## config.mk

```make
export PLATFORM = sky130hd
export DESIGN_NAME = pfx_addr_gen
export DESIGN_NICKNAME = d
export VERILOG_FILES = /design/src/rtl/pfx_pkg.sv /design/src/rtl/pfx_decode.sv /design/src/rtl/pfx_shift.sv /design/src/rtl/pfx_addsub.sv /design/src/rtl/pfx_addr_gen.sv
export SDC_FILE = /design/constraint.sdc
export NUM_CORES = 1
export LEC_CHECK = 0
export ABC_AREA = 1
export BUFFER_PORTS_ARGS = -buffer_cell sky130_fd_sc_hd__buf_4
export CELL_PAD_IN_SITES_DETAIL_PLACEMENT = 0
export CELL_PAD_IN_SITES_GLOBAL_PLACEMENT = 2
export CORE_UTILIZATION = 25
export DETAILED_ROUTE_END_ITERATION = 16
export GPL_TIMING_DRIVEN = 0
export PLACE_DENSITY = 0.8
export SETUP_SLACK_MARGIN = 0.15
export SYNTH_ARGS = -nofsm -noshare
export SYNTH_HDL_FRONTEND = slang
export SYNTH_SLANG_ARGS = --single-unit
```

## constraint.sdc

```tcl
create_clock -name clk_i -period 0.8 [get_ports clk_i]
set_input_delay 0.16 -clock clk_i [delete_from_list [all_inputs] [get_ports clk_i]]
set_output_delay 0.16 -clock clk_i [all_outputs]
set_load 0.05 [all_outputs]
```

## src/rtl/pfx_pkg.sv

```systemverilog
package pfx_pkg;
  typedef enum logic [2:0] {
    SH_LSL = 3'd0,
    SH_LSR = 3'd1,
    SH_ASR = 3'd2,
    SH_ROR = 3'd3,
    SH_RRX = 3'd4
  } shift_op_e;

  typedef struct packed {
    logic      match;
    logic      literal;
    logic      unpred;
    logic      add;
    logic [3:0] rn;
    logic [3:0] rm;
    shift_op_e op;
  } dec_t;
endpackage

```

## src/rtl/pfx_decode.sv

```systemverilog
module pfx_decode
  import pfx_pkg::*;
#(
  parameter int DATA_W = 32,
  parameter int AMT_W  = $clog2(DATA_W) + 1
) (
  input  logic [31:0]      insn_i,
  input  logic             narrow_mode_i,
  output dec_t             dec_o,
  output logic [AMT_W-1:0] amt_o
);
  localparam logic [AMT_W-1:0] FULL = AMT_W'(DATA_W);

  logic wide_hit, narrow_hit;
  logic [4:0] imm5;

  assign wide_hit   = (insn_i[31:24] == 8'hF6) && (insn_i[22:20] == 3'b101) && !insn_i[4];
  assign narrow_hit = (insn_i[31:20] == 12'hF91) && (insn_i[15:12] == 4'hF) &&
                      (insn_i[11:6] == 6'd0);
  assign imm5       = insn_i[11:7];

  always_comb begin
    dec_o    = '0;
    dec_o.op = SH_LSL;
    amt_o    = '0;
    dec_o.rn = insn_i[19:16];
    dec_o.rm = insn_i[3:0];
    if (!narrow_mode_i) begin
      if (wide_hit) begin
        dec_o.match = 1'b1;
        dec_o.add   = insn_i[23];
        unique case (insn_i[6:5])
          2'b00: begin dec_o.op = SH_LSL; amt_o = AMT_W'(imm5); end
          2'b01: begin dec_o.op = SH_LSR; amt_o = (imm5 == 5'd0) ? FULL : AMT_W'(imm5); end
          2'b10: begin dec_o.op = SH_ASR; amt_o = (imm5 == 5'd0) ? FULL : AMT_W'(imm5); end
          default: begin
            dec_o.op = (imm5 == 5'd0) ? SH_RRX : SH_ROR;
            amt_o    = AMT_W'(imm5);
          end
        endcase
      end
    end else if (narrow_hit) begin
      if (insn_i[19:16] == 4'hF) begin
        dec_o.literal = 1'b1;
      end else begin
        dec_o.match = 1'b1;
        dec_o.add   = 1'b1;
        dec_o.op    = SH_LSL;
        amt_o       = AMT_W'(insn_i[5:4]);
      end
    end
    dec_o.unpred = dec_o.match && (dec_o.rm == 4'hF);
  end
endmodule

```

## src/rtl/pfx_shift.sv

```systemverilog
module pfx_shift
  import pfx_pkg::*;
#(
  parameter int DATA_W = 32,
  parameter int AMT_W  = $clog2(DATA_W) + 1
) (
  input  logic [DATA_W-1:0] data_i,
  input  shift_op_e         op_i,
  input  logic [AMT_W-1:0]  amt_i,
  input  logic              carry_i,
  output logic [DATA_W-1:0] data_o
);
  localparam logic [AMT_W-1:0] FULL = AMT_W'(DATA_W);

  logic [2*DATA_W-1:0] dbl;
  logic [AMT_W-2:0]    rot;

  assign dbl = {data_i, data_i};
  assign rot = amt_i[AMT_W-2:0];

  always_comb begin
    unique case (op_i)
      SH_LSL:  data_o = (amt_i >= FULL) ? '0 : (data_i << amt_i);
      SH_LSR:  data_o = (amt_i >= FULL) ? '0 : (data_i >> amt_i);
      SH_ASR:  data_o = (amt_i >= FULL) ? {DATA_W{data_i[DATA_W-1]}}
                                        : DATA_W'($signed(data_i) >>> amt_i);
      SH_ROR:  data_o = dbl[rot +: DATA_W];
      SH_RRX:  data_o = {carry_i, data_i[DATA_W-1:1]};
      default: data_o = data_i;
    endcase
  end
endmodule

```

## src/rtl/pfx_addsub.sv

```systemverilog
module pfx_addsub #(
  parameter int DATA_W = 32
) (
  input  logic [DATA_W-1:0] base_i,
  input  logic [DATA_W-1:0] off_i,
  input  logic              add_i,
  output logic [DATA_W-1:0] sum_o
);
  // wraps modulo 2^DATA_W, no overflow indication
  assign sum_o = add_i ? (base_i + off_i) : (base_i - off_i);
endmodule

```

## src/rtl/pfx_addr_gen.sv

```systemverilog
module pfx_addr_gen
  import pfx_pkg::*;
#(
  parameter int DATA_W = 32,
  localparam int AMT_W = $clog2(DATA_W) + 1
) (
  input  logic              clk_i,
  input  logic              rst_ni,
  input  logic [31:0]       insn_i,
  input  logic              narrow_mode_i,
  input  logic [DATA_W-1:0] base_i,
  input  logic [DATA_W-1:0] index_i,
  input  logic              carry_i,
  input  logic              cond_ok_i,
  output logic              hint_vld_o,
  output logic [DATA_W-1:0] target_o,
  output logic              unpred_o,
  output logic              lit_redirect_o
);
  dec_t              dec;
  logic [AMT_W-1:0]  amt;
  logic [DATA_W-1:0] offset, addr;
  logic              hint_d;

  pfx_decode #(.DATA_W(DATA_W), .AMT_W(AMT_W)) u_dec (
    .insn_i        (insn_i),
    .narrow_mode_i (narrow_mode_i),
    .dec_o         (dec),
    .amt_o         (amt)
  );

  pfx_shift #(.DATA_W(DATA_W), .AMT_W(AMT_W)) u_shf (
    .data_i  (index_i),
    .op_i    (dec.op),
    .amt_i   (amt),
    .carry_i (carry_i),
    .data_o  (offset)
  );

  pfx_addsub #(.DATA_W(DATA_W)) u_add (
    .base_i (base_i),
    .off_i  (offset),
    .add_i  (dec.add),
    .sum_o  (addr)
  );

  assign hint_d = dec.match && !dec.unpred && cond_ok_i;

  always_ff @(posedge clk_i or negedge rst_ni) begin
    if (!rst_ni) begin
      hint_vld_o     <= 1'b0;
      target_o       <= '0;
      unpred_o       <= 1'b0;
      lit_redirect_o <= 1'b0;
    end else begin
      hint_vld_o     <= hint_d;
      target_o       <= hint_d ? addr : '0;
      unpred_o       <= dec.unpred;
      lit_redirect_o <= dec.literal;
    end
  end

  AST_HINT_NOT_REDIRECT: assert property (@(posedge clk_i) disable iff (!rst_ni)
    hint_vld_o |-> !lit_redirect_o);
  AST_HINT_NOT_UNPRED: assert property (@(posedge clk_i) disable iff (!rst_ni)
    hint_vld_o |-> !unpred_o);
  AST_HINT_NEEDS_COND: assert property (@(posedge clk_i) disable iff (!rst_ni)
    hint_vld_o |-> $past(cond_ok_i));
  AST_REDIRECT_NARROW: assert property (@(posedge clk_i) disable iff (!rst_ni)
    lit_redirect_o |-> $past(narrow_mode_i));
  AST_TARGET_IDLE_ZERO: assert property (@(posedge clk_i) disable iff (!rst_ni)
    !hint_vld_o |-> (target_o == '0));
endmodule

```

==> results, run 1 <==
- Summing over every cut layer, the via total after detailed routing is 14200.
- The final setup slack of the worst path is -4050 ps.
- The core region is 37600 µm².
- The min-delay analysis places its worst path in the category in2async.
- In the final layout, the share of cells above drive strength 1 is 0.413.
- In this run the clock root is driven by a clkbuf_16.
- The leakage power is 7.35 nW.
- The detailed router's first-iteration violation count is 1663.
- The tool flagged a number of max-cap violations equal to 0.
- After clock tree synthesis, the clock-pin slew on the worst setup and hold paths is 60 ps.
- The count of cells in the finished layout, fillers not included, comes to 2562.
- After technology mapping, the gate count stands at 1795.
- The worst pin sits at a relative slew slack of 0.202.
- Setup repair after global routing could not meet its margin everywhere.
- The area of the mapped netlist is 9530 µm².
- The share of the Yosys chip area taken by registers is 0.0919.
- The run finished, with violations left.
- The die is 197 µm wide.
- The compound-cell area share of the yosys netlist is 0.128.
- For the worst setup path, the data required time is 1020 ps.
- For this run, the detailed router's first-pass iteration total came to 8.
- Among all stages on the critical path, the largest delay is contributed by fa_2.
- Entering global routing, the biggest net connects 36 pins.
- The post-route worst hold slack is -187 ps.
- The y dimension of the die is 197 µm.
- The final layout contains routed wiring with a total length of 61.4 mm.
- Dividing the final minimum period by the clock period gives 6.06.
- After layout, the minimum clock period comes to 4850 ps.
- The congestion estimate from routability-driven global placement came to 1.04.
- The cell seen most often among critical-path stages is nand2_2.
- The count of cell types in the netlist is 55.
- The proportion of register bits with asynchronous set or reset after synthesis is 1.00.
- The simple logic cell fraction of the synthesized area is 0.590.
- In this run the mean area of a mapped cell was 5.31 µm².
- The via count of the first global-routing pass is 13500.
- The detailed placer's ending HPWL is 48.7 mm.
- Measured against the total synthesized area, the mux share comes to 0.
- Along the worst path, the maximum fanout reaches 10.
- The number of buffer cells added on primary ports is 135.
- Counting flops and latches in the post-synthesis netlist gives 35.
- In this run the core area contains 71 standard-cell rows.
- The placed instance count is 2441.
- The number of sinks driven by the clock tree is 35.
- The die covers 38900 µm².
- The worst supply voltage drop on vdd is 0.855 mV.
- The max-slew violation count is 0.
- The detailed-route DRC error count is 0.
- The H-tree was split into 2 levels.
- The average detailed-routed wire length per instance is 24.0 µm.
- The checks that failed: hold timing, setup timing.
- The fmax is 0.206 GHz.
- The xor and xnor area share after synthesis is 0.0230.
- For the pin with the worst max-slew slack, the measured transition is 1190 ps.
- The count of nets left with antenna violations after detail routing is 0.
- The peak per-stage delay on the critical path is 350 ps.
- In this run, synthesis inferred 0 flip-flops with an integrated enable.
- For this run, the total global-route usage over all layers was measured as 0.308.
- The global-route wire length before repair is 88.3 mm.
- Of the total synthesized cell area, the portion taken by full adders, half adders and majority gates is 0.0573.
- Once layout is complete, the utilization of the core stands at 0.409.
- The initial antenna violation count is 0.
- The net count of the finished layout is 2194.
- The critical path is of the in2reg type.
- The category of the worst setup path capture point is a flip-flop.
- From synthesis to final layout, the design area changed by 61.3%.
- The total overflow left after global routing is 0.
- TritonCTS built the clock tree.
- The cell accounting for the most synthesized area is nand3_1.
- The number of nets in the synthesized netlist is 1939.
- The kind of start point of the critical path is an input pin.
- By area, the combinational part of the netlist is dominated by simple AND/OR/NAND/NOR gates.
- The total power density per cell area is 611 nW/µm².
- The repair_antennas step left the layout with diodes totalling 0.
- In the final timing run, aggregate negative setup slack is -119910 ps.
- The number of vias per cell after detailed routing is 5.55.
- The clock passes through at most 2 buffers.
- The final count of hold timing violations was 35.
- 136 I/O pins were placed.
- For the worst setup path, the data arrival time is 5060 ps.
- The area share of the largest cell type after synthesis is 0.246.
- For this configuration, the core starts out at a cell density of 0.253.
- The total number of yosys warnings is 0.
- In the synthesized netlist the dominant register cell turns out to be dfrtp_1.
- Setup violations remaining at the end of the flow were counted as 69.
- Buffers inserted during clock tree synthesis total 5.
- Yosys attributes the largest share of cell area to nand3_1 (25%), nand2_1 (20%), dfrtp_1 (9.2%), inv_1 (6.3%), ha_1 (5.5%).
-- cell usage in the layout, fill, tap and decap left out, types with 23 or more instances in the layout --
master   Yosys  final
nand3_1    468    323
nand3_4      1     54
buf_4        1    188
nor2_1     138     89
nor2_2      21     41
nand3_2     14    106
inv_1      161    145
inv_2       11     23
o21ai_0     63     37
buf_6        7     73
nand2_1    517    424
dfrtp_2      0     34
a21oi_1     85     45
a21oi_2      2     31
nand2_2     17     79
nor2_4       8     37
nand2_4      2     29
ha_1        42     27
-- power by group --
group          internal, W  switching, W
logic              0.00217       0.00316
clock network      0.00147      0.000818
registers          0.00177  0.0000000427
total              0.00541       0.00398
-- cell type report --
class	count	area [µm²]
multi-input cells	1513	10200
clock inverters	3	43.8
plain buffers	72	572
clock buffers	5	125
fillers	4094	22200
inverters	175	681
well taps	511	639
flip-flops and latches	35	918
repair buffers	248	2220
-- metrics by stage --
stage	hold WS (ps)	setup slack (ps)	total power (W)	cell area, µm²
2_1_floorplan	-136	-3430	0.00413	10200
3_3_place_gp	131	-5200	0.00552	11900
3_5_place_dp	138	-5110	0.00553	11900
4_1_cts	-173	-3970	0.00862	14100
5_1_grt	-151	-4340	0.00988	15400
6_report	-187	-4050	0.00939	15400
-- synth_stat cells (6+ instances only) --
cell	instances
buf_2	33
nor3_1	10
xor2_1	23
buf_1	11
nor2_4	8
inv_1	161
nand3_2	14
dfrtp_1	35
o21a_1	12
o21ai_1	11
ha_1	42
o21ai_0	63
a31oi_1	6
nor2_2	21
clkbuf_1	19
nand3_1	468
nand2_1	517
o211ai_1	7
nor2_1	138
nand2_2	17
a21oi_1	85
nand4_1	22
buf_6	7
inv_2	11
-- routing by layer --
metal | vias up | track usage | part of all wire
li1 | 6562 | - | -
met1 | 6716 | 0.403 | 0.41
met2 | 748 | 0.485 | 0.44
met4 | 0 | 0.144 | 0.057
met3 | 192 | 0.0577 | 0.091
met5 | - | 0 | 0
-- final timing paths --
kind                          startpoint                       end  slack (ps)
min in group clk_i         narrow_mode_i  lit_redirect_o$_DFF_PN0_         190
max in group asynchronous         rst_ni    target_o[27]$_DFF_PN0_         620
min                               rst_ni     target_o[3]$_DFF_PN0_        -190
max                            insn_i[8]    target_o[24]$_DFF_PN0_       -4050
-- logic make-up after synthesis --
| logic type | Yosys count |
|---|---|
| AOI/OAI and AO/OA | 215 |
| xor gates and xnor gates | 25 |
| adders and majority gates | 43 |
| buffers and inverters | 247 |
| DFF | 35 |
| and+or+nand+nor | 1230 |
-- flip-flops by register name (all words and copies together), names as in the netlist --
register,cells
target_o,32
hint_vld_o,1
lit_redirect_o,1
unpred_o,1
-- repair_timing --
item | 4_1_cts | 5_1_grt
endpoints found under the hold margin | 35 | 35
setup endpoints to repair | 70 | 70
setup buffers | 74 | 36
pin swaps | 69 | 85
gates resized for setup | 352 | 213
gates cloned | 3 | 0
-- worst max-delay path: cells and delay by family --
kind                       cells  cell delay, ps
buffers and inverters          6             760
and+or+nand+nor               21            2430
AOI/OAI and AO/OA              8            1090
adders and majority gates      2             620
Note: power is estimated with default switching activity, not from simulation.
==> inputs of run 2 (changes only) <==
==> constraint.sdc (replaced) <==
create_clock -name clk_i -period 6.2 [get_ports clk_i]
set_input_delay 1.24 -clock clk_i [delete_from_list [all_inputs] [get_ports clk_i]]
set_output_delay 1.24 -clock clk_i [all_outputs]
set_load 0.05 [all_outputs]
==> run 2 against run 1 <==
  * Via count decreased by 0.68%
  * Critical path type unchanged
  * Worst setup slack improved by 4200 ps
  * The flow now finishes without violations
  * Final area decreased by 12%
  * Worst hold slack improved by 1100 ps
  * Total power decreased by 88%
  * Largest power group unchanged
  * Final cell count decreased by 1.4%
  * Global-route usage increased by 0.58 points
  * Combinational power decreased by 89%
==> results, run 2 (synthesized netlist as in run 1, its figures left out) <==
- The number of sinks driven by the clock tree is 35 (unchanged).
- The number of logic stages on the critical path including buffering is 33 (was 37).
- The number of vias per cell after detailed routing is 5.59 (was 5.55).
- The number of clock buffers inserted by TritonCTS is 5 (unchanged).
- The flip-flop count of the largest register after layout came to 32 (unchanged).
- The top register by number of flip-flops was target_o (unchanged).
- The TritonCTS clock tree is yes (unchanged).
- The endpoint required time on the critical path is 6380 ps (was 1020 ps).
- The number of standard cells in the layout, taps in and fillers out came to 2526 (was 2562).
- The share of post-route cells with drive strength above 1 was 0.298 (was 0.413).
- The row count is 71 (unchanged).
- The initial antenna violation count is 2 (was 0).
- The transition time of the tightest slew-check pin was 999 ps (was 1190 ps).
- The number of vias in the routed layout is 14100 (was 14200).
- The net count of the finished layout was 2158 (was 2194).
- The number of detailed-route iterations in the first pass is 6 (was 8).
- The total inserted antenna cells is 0 (unchanged).
- The count of nets left with antenna violations after detail routing is 0 (unchanged).
- The y dimension of the die is 197 µm (unchanged).
- The endpoint arrival time on the critical path was 6220 ps (was 5060 ps).
- The number of buffer cells added on primary ports is 135 (unchanged).
- Dividing the final minimum period by the clock period gives 0.974.
- The largest fanout of any net on the critical path is 10 (unchanged).
- The number of max-cap violations was 0 (unchanged).
- The number of setup violations in the final report is 0 (was 69).
- The weighted congestion at the end of routability-driven global placement is 1.02 (was 1.04).
- The width of the die is 197 µm (unchanged).
- The average detailed-routed wire length per instance is 24.7 µm (was 24.0 µm).
- The area growth from synthesis to final layout is 41.2% (was 61.3%).
- The detailed router's first-iteration violation count is 1542 (was 1663).
- The dominant delay contributor by cell family on the critical path is simple AND/OR/NAND/NOR gates (unchanged).
- The maximum number of pins on one net before global-route repair came to 36 (unchanged).
- The cell at the slowest stage of the critical path is o211ai_1 (was fa_2).
- The cell seen most often among critical-path stages is nor2_4 (was nand2_2).
- The total number of H-tree levels is 2 (unchanged).
- The critical setup path kind is in2reg (unchanged).
- The total length of routed wires is 62.4 mm (was 61.4 mm).
- The leakage power is 6.76 nW (was 7.35 nW).
- Highest-count cells in the layout ignoring fill and taps: nand2_1 (462), nand3_1 (390), buf_4 (216), inv_1 (152), nor2_1 (108) (was nand2_1 (424), nand3_1 (323), buf_4 (188), inv_1 (145), nand3_2 (106)).
- The worst slew margin relative to its limit is 0.332 (was 0.202).
- Setup repair after global routing missed its margin: true (unchanged).
- The clock transition at the register clock pins on the worst setup and hold paths after CTS is 50 ps (was 60 ps).
- The post-route core utilization is 0.358 (was 0.409).
- The fmax is 0.166 GHz.
- The core footprint is 37600 µm² (unchanged).
- The global-route wire length before repair is 88.8 mm (was 88.3 mm).
- The count of fill cells added during filler insertion came to 4252 (was 4094).
- The most common cell after layout, fill and taps aside is nand2_1 (unchanged).
- The final global-route overflow total is 0 (unchanged).
- The final count of hold timing violations is 0 (was 35).
- The number of placed I/O pins is 136 (unchanged).
- The clock period could shrink to 6040 ps.
- The root buffer cell was clkbuf_16 (unchanged).
- The die area is 38900 µm² (unchanged).
- The largest buffer count on any clock path was 2 (unchanged).
- The path type of the worst min-delay path is in2async (unchanged).
- The max-slew violation count is 0 (unchanged).
- The overall global routing resource usage is 0.313 (was 0.308).
- The number of buffer and inverter instances along the worst setup path is 7 (was 6).
- The via count of the first global-routing pass is 13200 (was 13500).
- The placed instance count is 2441 (unchanged).
- The detailed-route DRC error count came to 0 (unchanged).
- The total power density per cell area came to 80.9 nW/µm² (was 611 nW/µm²).
- The detailed placer's ending HPWL came to 50.2 mm (was 48.7 mm).
- The worst supply voltage drop on vdd came to 0.0837 mV (was 0.855 mV).
- The category of the worst setup path capture point was a flip-flop (unchanged).
- The kind of start point of the critical path is an input pin (unchanged).
- The peak per-stage delay on the critical path is 450 ps (was 350 ps).
- The starting density of the core is 0.253 (unchanged).
- Status: complete, no violations (was finished, violations left).
## run 2: area by class of cell
type / count / area [µm²] / area share
well taps: 511 / 639 / 0.0475
multi-input cells: 1513 / 8850 / 0.658
clock buffers: 5 / 125 / 0.00930
clock inverters: 3 / 43.8 / 0.00326
inverters: 175 / 676 / 0.0502
flip-flops and latches: 35 / 876 / 0.0651
plain buffers: 71 / 568 / 0.0422
repair buffers: 213 / 1670 / 0.124
## run 2: worst max-delay path by stage
stage,from,end
3_3_place_gp,narrow_mode_i,target_o[23]$_DFF_PN0_
6_report,insn_i[20],target_o[29]$_DFF_PN0_
4_1_cts,insn_i[7],target_o[29]$_DFF_PN0_
5_1_grt,insn_i[20],target_o[31]$_DFF_PN0_
3_5_place_dp,insn_i[21],target_o[23]$_DFF_PN0_
2_1_floorplan,insn_i[29],target_o[24]$_DFF_PN0_
## run 2: routing by layer
layer  GRT usage  routed length [µm]  vias to the layer above
li1            -                   -                     6469
met1       0.412               25500                     6673
met5           0                  15                        -
met2       0.484               27000                      818
met4       0.165                3870                        2
met3      0.0582                6030                      159
## run 2: where the power goes
group          leakage, nW  switching (W)  total [W]  internal [W]
sequential           0.489  0.00000000314   0.000229      0.000229
clock               0.0838       0.000103   0.000292      0.000190
combinational         6.18       0.000357   0.000567      0.000210
## run 2: what timing repair did
action | in CTS | in global routing
hold endpoints to repair | 0 | 0
gates resized for setup | 160 | 241
gates cloned | 1 | 1
pin swaps | 23 | 89
buffers inserted | 25 | 51
hold buffers | 0 | 0
endpoints found under the setup margin | 23 | 19
## run 2: through the flow
stage          total power [W]  area (µm²)  TNS, ps  setup slack [ps]  hold slack (ps)
6_report               0.00109       13400        0               160              888
4_1_cts                0.00102       12200        0               137              906
3_3_place_gp          0.000683       11200   -17460             -1230             1210
5_1_grt                0.00115       13400    -36.3             -18.6              931
2_1_floorplan         0.000502        9530        0               587              944
3_5_place_dp          0.000682       11200   -17950             -1240             1210
==> inputs of run 3 (changes only) <==
==> constraint.sdc (replaced) <==
create_clock -name clk_i -period 6.2 [get_ports clk_i]
set_input_delay 0.31 -clock clk_i [delete_from_list [all_inputs] [get_ports clk_i]]
set_output_delay 0.31 -clock clk_i [all_outputs]
set_load 0.05 [all_outputs]
==> run 3 against run 2 <==
  * Clock power barely moved
  * Sequential power barely moved
  * Worst hold slack got worse by 560 ps
  * Worst setup slack improved by 230 ps
  * Final area fell by 14%
  * Maximum frequency rose by 4.0%
  * Clock-buffer cell count did not move
  * Routed wire length fell by 3.1%
  * Total power fell by 9.4%
  * Sequential cell count did not move
  * Via count fell by 2.8%
  * Critical path depth rose by 5
  * Critical endpoint is now target_o[22]$_DFF_PN0_
==> results, run 3 (synthesized netlist as in run 1, its figures left out) <==
- Status: complete, no violations (unchanged).
- The worst slack after detailed placement came to -312 ps (was -1240 ps).
- The average detailed-routed wire length per instance is 24.6 µm (was 24.7 µm).
- The kind of start point of the critical path is an input pin (unchanged).
- The endpoint arrival time on the critical path came to 6020 ps (was 6220 ps).
- The leakage power is 6.02 nW (was 6.76 nW).
- The worst slew margin relative to its limit came to 0.198 (was 0.332).
- The detailed router's first-iteration violation count is 1717 (was 1542).
- The area growth from synthesis to final layout is 21.0% (was 41.2%).
- The met1 wire length is 25.5 mm (about the same).
- The core footprint is 37600 µm² (unchanged).
- The highest metal layer used by the detailed router is met4 (was met5).
- Highest-count cells in the layout ignoring fill and taps: nand2_1 (512), nand3_1 (466), inv_1 (161), buf_4 (144), nor2_1 (133) (was nand2_1 (462), nand3_1 (390), buf_4 (216), inv_1 (152), nor2_1 (108)).
- The critical setup path kind is in2reg (unchanged).
- The share of post-route cells with drive strength above 1 came to 0.154 (was 0.298).
- The row count came to 71 (unchanged).
- The category of the worst setup path capture point was a flip-flop (unchanged).
- The path type of the worst min-delay path was in2reg (was in2async).
- The number of detailed-route iterations in the first pass is 8 (was 6).
- The cell seen most often among critical-path stages is nand3_1 (was nor2_4).
- The cell at the slowest stage of the critical path is fa_1 (was o211ai_1).
- The ratio of final minimum period to clock period was 0.937 (was 0.974).
- The net count of the finished layout is 2087 (was 2158).
- The number of max-cap violations is 0 (unchanged).
- The number of buffer and inverter instances along the worst setup path is 4 (was 7).
- The number of setup violations in the final report is 0 (unchanged).
- The total inserted antenna cells is 0 (unchanged).
- The count of nets left with antenna violations after detail routing came to 0 (unchanged).
- The width of the die is 197 µm (unchanged).
- The setup TNS was 0 ps (unchanged).
- The y dimension of the die is 197 µm (unchanged).
- The detailed-route DRC error count is 0 (unchanged).
- The number of vias in the routed layout came to 13700 (was 14100).
- The number of placed I/O pins is 136 (unchanged).
- The max-slew violation count is 0 (unchanged).
- The placed instance count is 2441 (unchanged).
- The final setup slack of the worst path is 390 ps (was 160 ps).
- The met2 wire length was 26.0 mm (was 27.0 mm).
- The overall global routing resource usage came to 0.307 (was 0.313).
- The number of vias per cell after detailed routing is 5.59 (about the same).
- The most common cell after layout, fill and taps aside is nand2_1 (unchanged).
- The number of buffer cells added on primary ports was 135 (unchanged).
- The TritonCTS clock tree is yes (unchanged).
- The fmax came to 0.172 GHz (was 0.166 GHz).
- The endpoint required time on the critical path came to 6410 ps (was 6380 ps).
- The transition time of the tightest slew-check pin is 1200 ps (was 999 ps).
- The final count of hold timing violations is 0 (unchanged).
- The total length of routed wires is 60.5 mm (was 62.4 mm).
- The maximum number of pins on one net before global-route repair is 36 (unchanged).
- The number of standard cells in the layout, taps in and fillers out is 2455 (was 2526).
- The number of clock buffers inserted by TritonCTS is 5 (unchanged).
- The dominant delay contributor by cell family on the critical path is simple AND/OR/NAND/NOR gates (unchanged).
- The worst supply voltage drop on vdd is 0.0830 mV (was 0.0837 mV).
- The largest buffer count on any clock path is 2 (unchanged).
- The via count of the first global-routing pass is 13000 (was 13200).
- The flip-flop count of the largest register after layout is 32 (unchanged).
- The amount of wire on met3 after detailed routing was 5.37 mm (was 6.03 mm).
- The clock transition at the register clock pins on the worst setup and hold paths after CTS is 50 ps (about the same).
- The detailed placer's ending HPWL is 50.2 mm (unchanged).
- The weighted congestion at the end of routability-driven global placement was 1.02 (unchanged).
- The total number of H-tree levels is 2 (unchanged).
- The initial antenna violation count is 0 (was 2).
- The instance area after placement is 11200 µm² (unchanged).
- The root buffer cell is clkbuf_16 (unchanged).
- The total power density per cell area is 85.5 nW/µm² (was 80.9 nW/µm²).
- The starting density of the core is 0.253 (unchanged).
- The largest fanout of any net on the critical path is 10 (unchanged).
- The peak per-stage delay on the critical path was 430 ps (was 450 ps).
- The top register by number of flip-flops is target_o (unchanged).
- The minimum clock period after layout was 5810 ps (was 6040 ps).
- The number of sinks driven by the clock tree came to 35 (unchanged).
- The overall power after layout is 0.000985 W (was 0.00109 W).
- The die area was 38900 µm² (unchanged).
- Setup repair after global routing missed its margin: true (unchanged).
- The global-route wire length before repair is 87.2 mm (was 88.8 mm).
- The post-route cell area is 11500 µm² (was 13400 µm²).
- The final global-route overflow total is 0 (unchanged).
[run 3: changes by cell type in the layout (fill, tap and decap cells not counted), moves of 13 or more]
cell,previous run,this run
a21oi_2,20,4
nand3_1,390,466
nand2_2,65,22
a21oi_1,62,83
nand3_2,77,16
nor2_4,32,12
buf_2,16,29
buf_4,216,144
nor2_1,108,133
nand3_4,16,1
nand2_1,462,512
[run 3: through the flow]
step | util | hold WS (ps)
floorplan | - | 14.4
global placement | 0.297 | 278
detailed placement | 0.297 | 285
CTS | 0.303 | 336
global route | 0.307 | 353
finish | 0.307 | 323
[run 3: routing by layer]
metal | vias up | track usage
met5 | - | 0
met4 | 0 | 0.156
met3 | 147 | 0.0352
met2 | 826 | 0.478
met1 | 6436 | 0.417
li1 | 6312 | -
[run 3: cell type report]
class                      count  area, µm²
buffer                        72        407
timing repair buffer         141       1070
clock buffer                   5        125
tap                          511        639
inverter                     175        659
sequential                    35        876
clock inverter                 3       43.8
multi-input combinational   1513       7700
fill                        4354      26100
[run 3: worst paths after layout]
path                            from                     end  slack [ps]  cells after the start
min                        insn_i[0]      unpred_o$_DFF_PN0_         320                      3
max                        insn_i[8]  target_o[22]$_DFF_PN0_         390                     38
max in group asynchronous     rst_ni   target_o[4]$_DFF_PN0_        5390                      2
min in group asynchronous     rst_ni  target_o[28]$_DFF_PN0_         500                      2
[run 3: what timing repair did]
| action | in CTS | in global routing |
|---|---|---|
| pin swaps | 0 | 6 |
| hold buffers | 1 | 0 |
| setup endpoints to repair | 4 | 17 |
| hold endpoints to repair | 35 | 0 |
| resized for setup | 3 | 50 |
| buffers inserted | 0 | 5 |
[run 3: where the power goes]
group | internal (W) | switching (W) | leakage (nW) | total, W
clock | 0.000189 | 0.000100 | 0.0838 | 0.000290
combinational | 0.000157 | 0.000311 | 5.45 | 0.000467
sequential | 0.000229 | 0.00000000315 | 0.489 | 0.000229
total | 0.000575 | 0.000411 | 6.02 | 0.000985
[run 3: tightest hold or removal path, stage by stage]
cell and delay (ps):
buf_4 110, nand4_1 100, a21oi_1 50
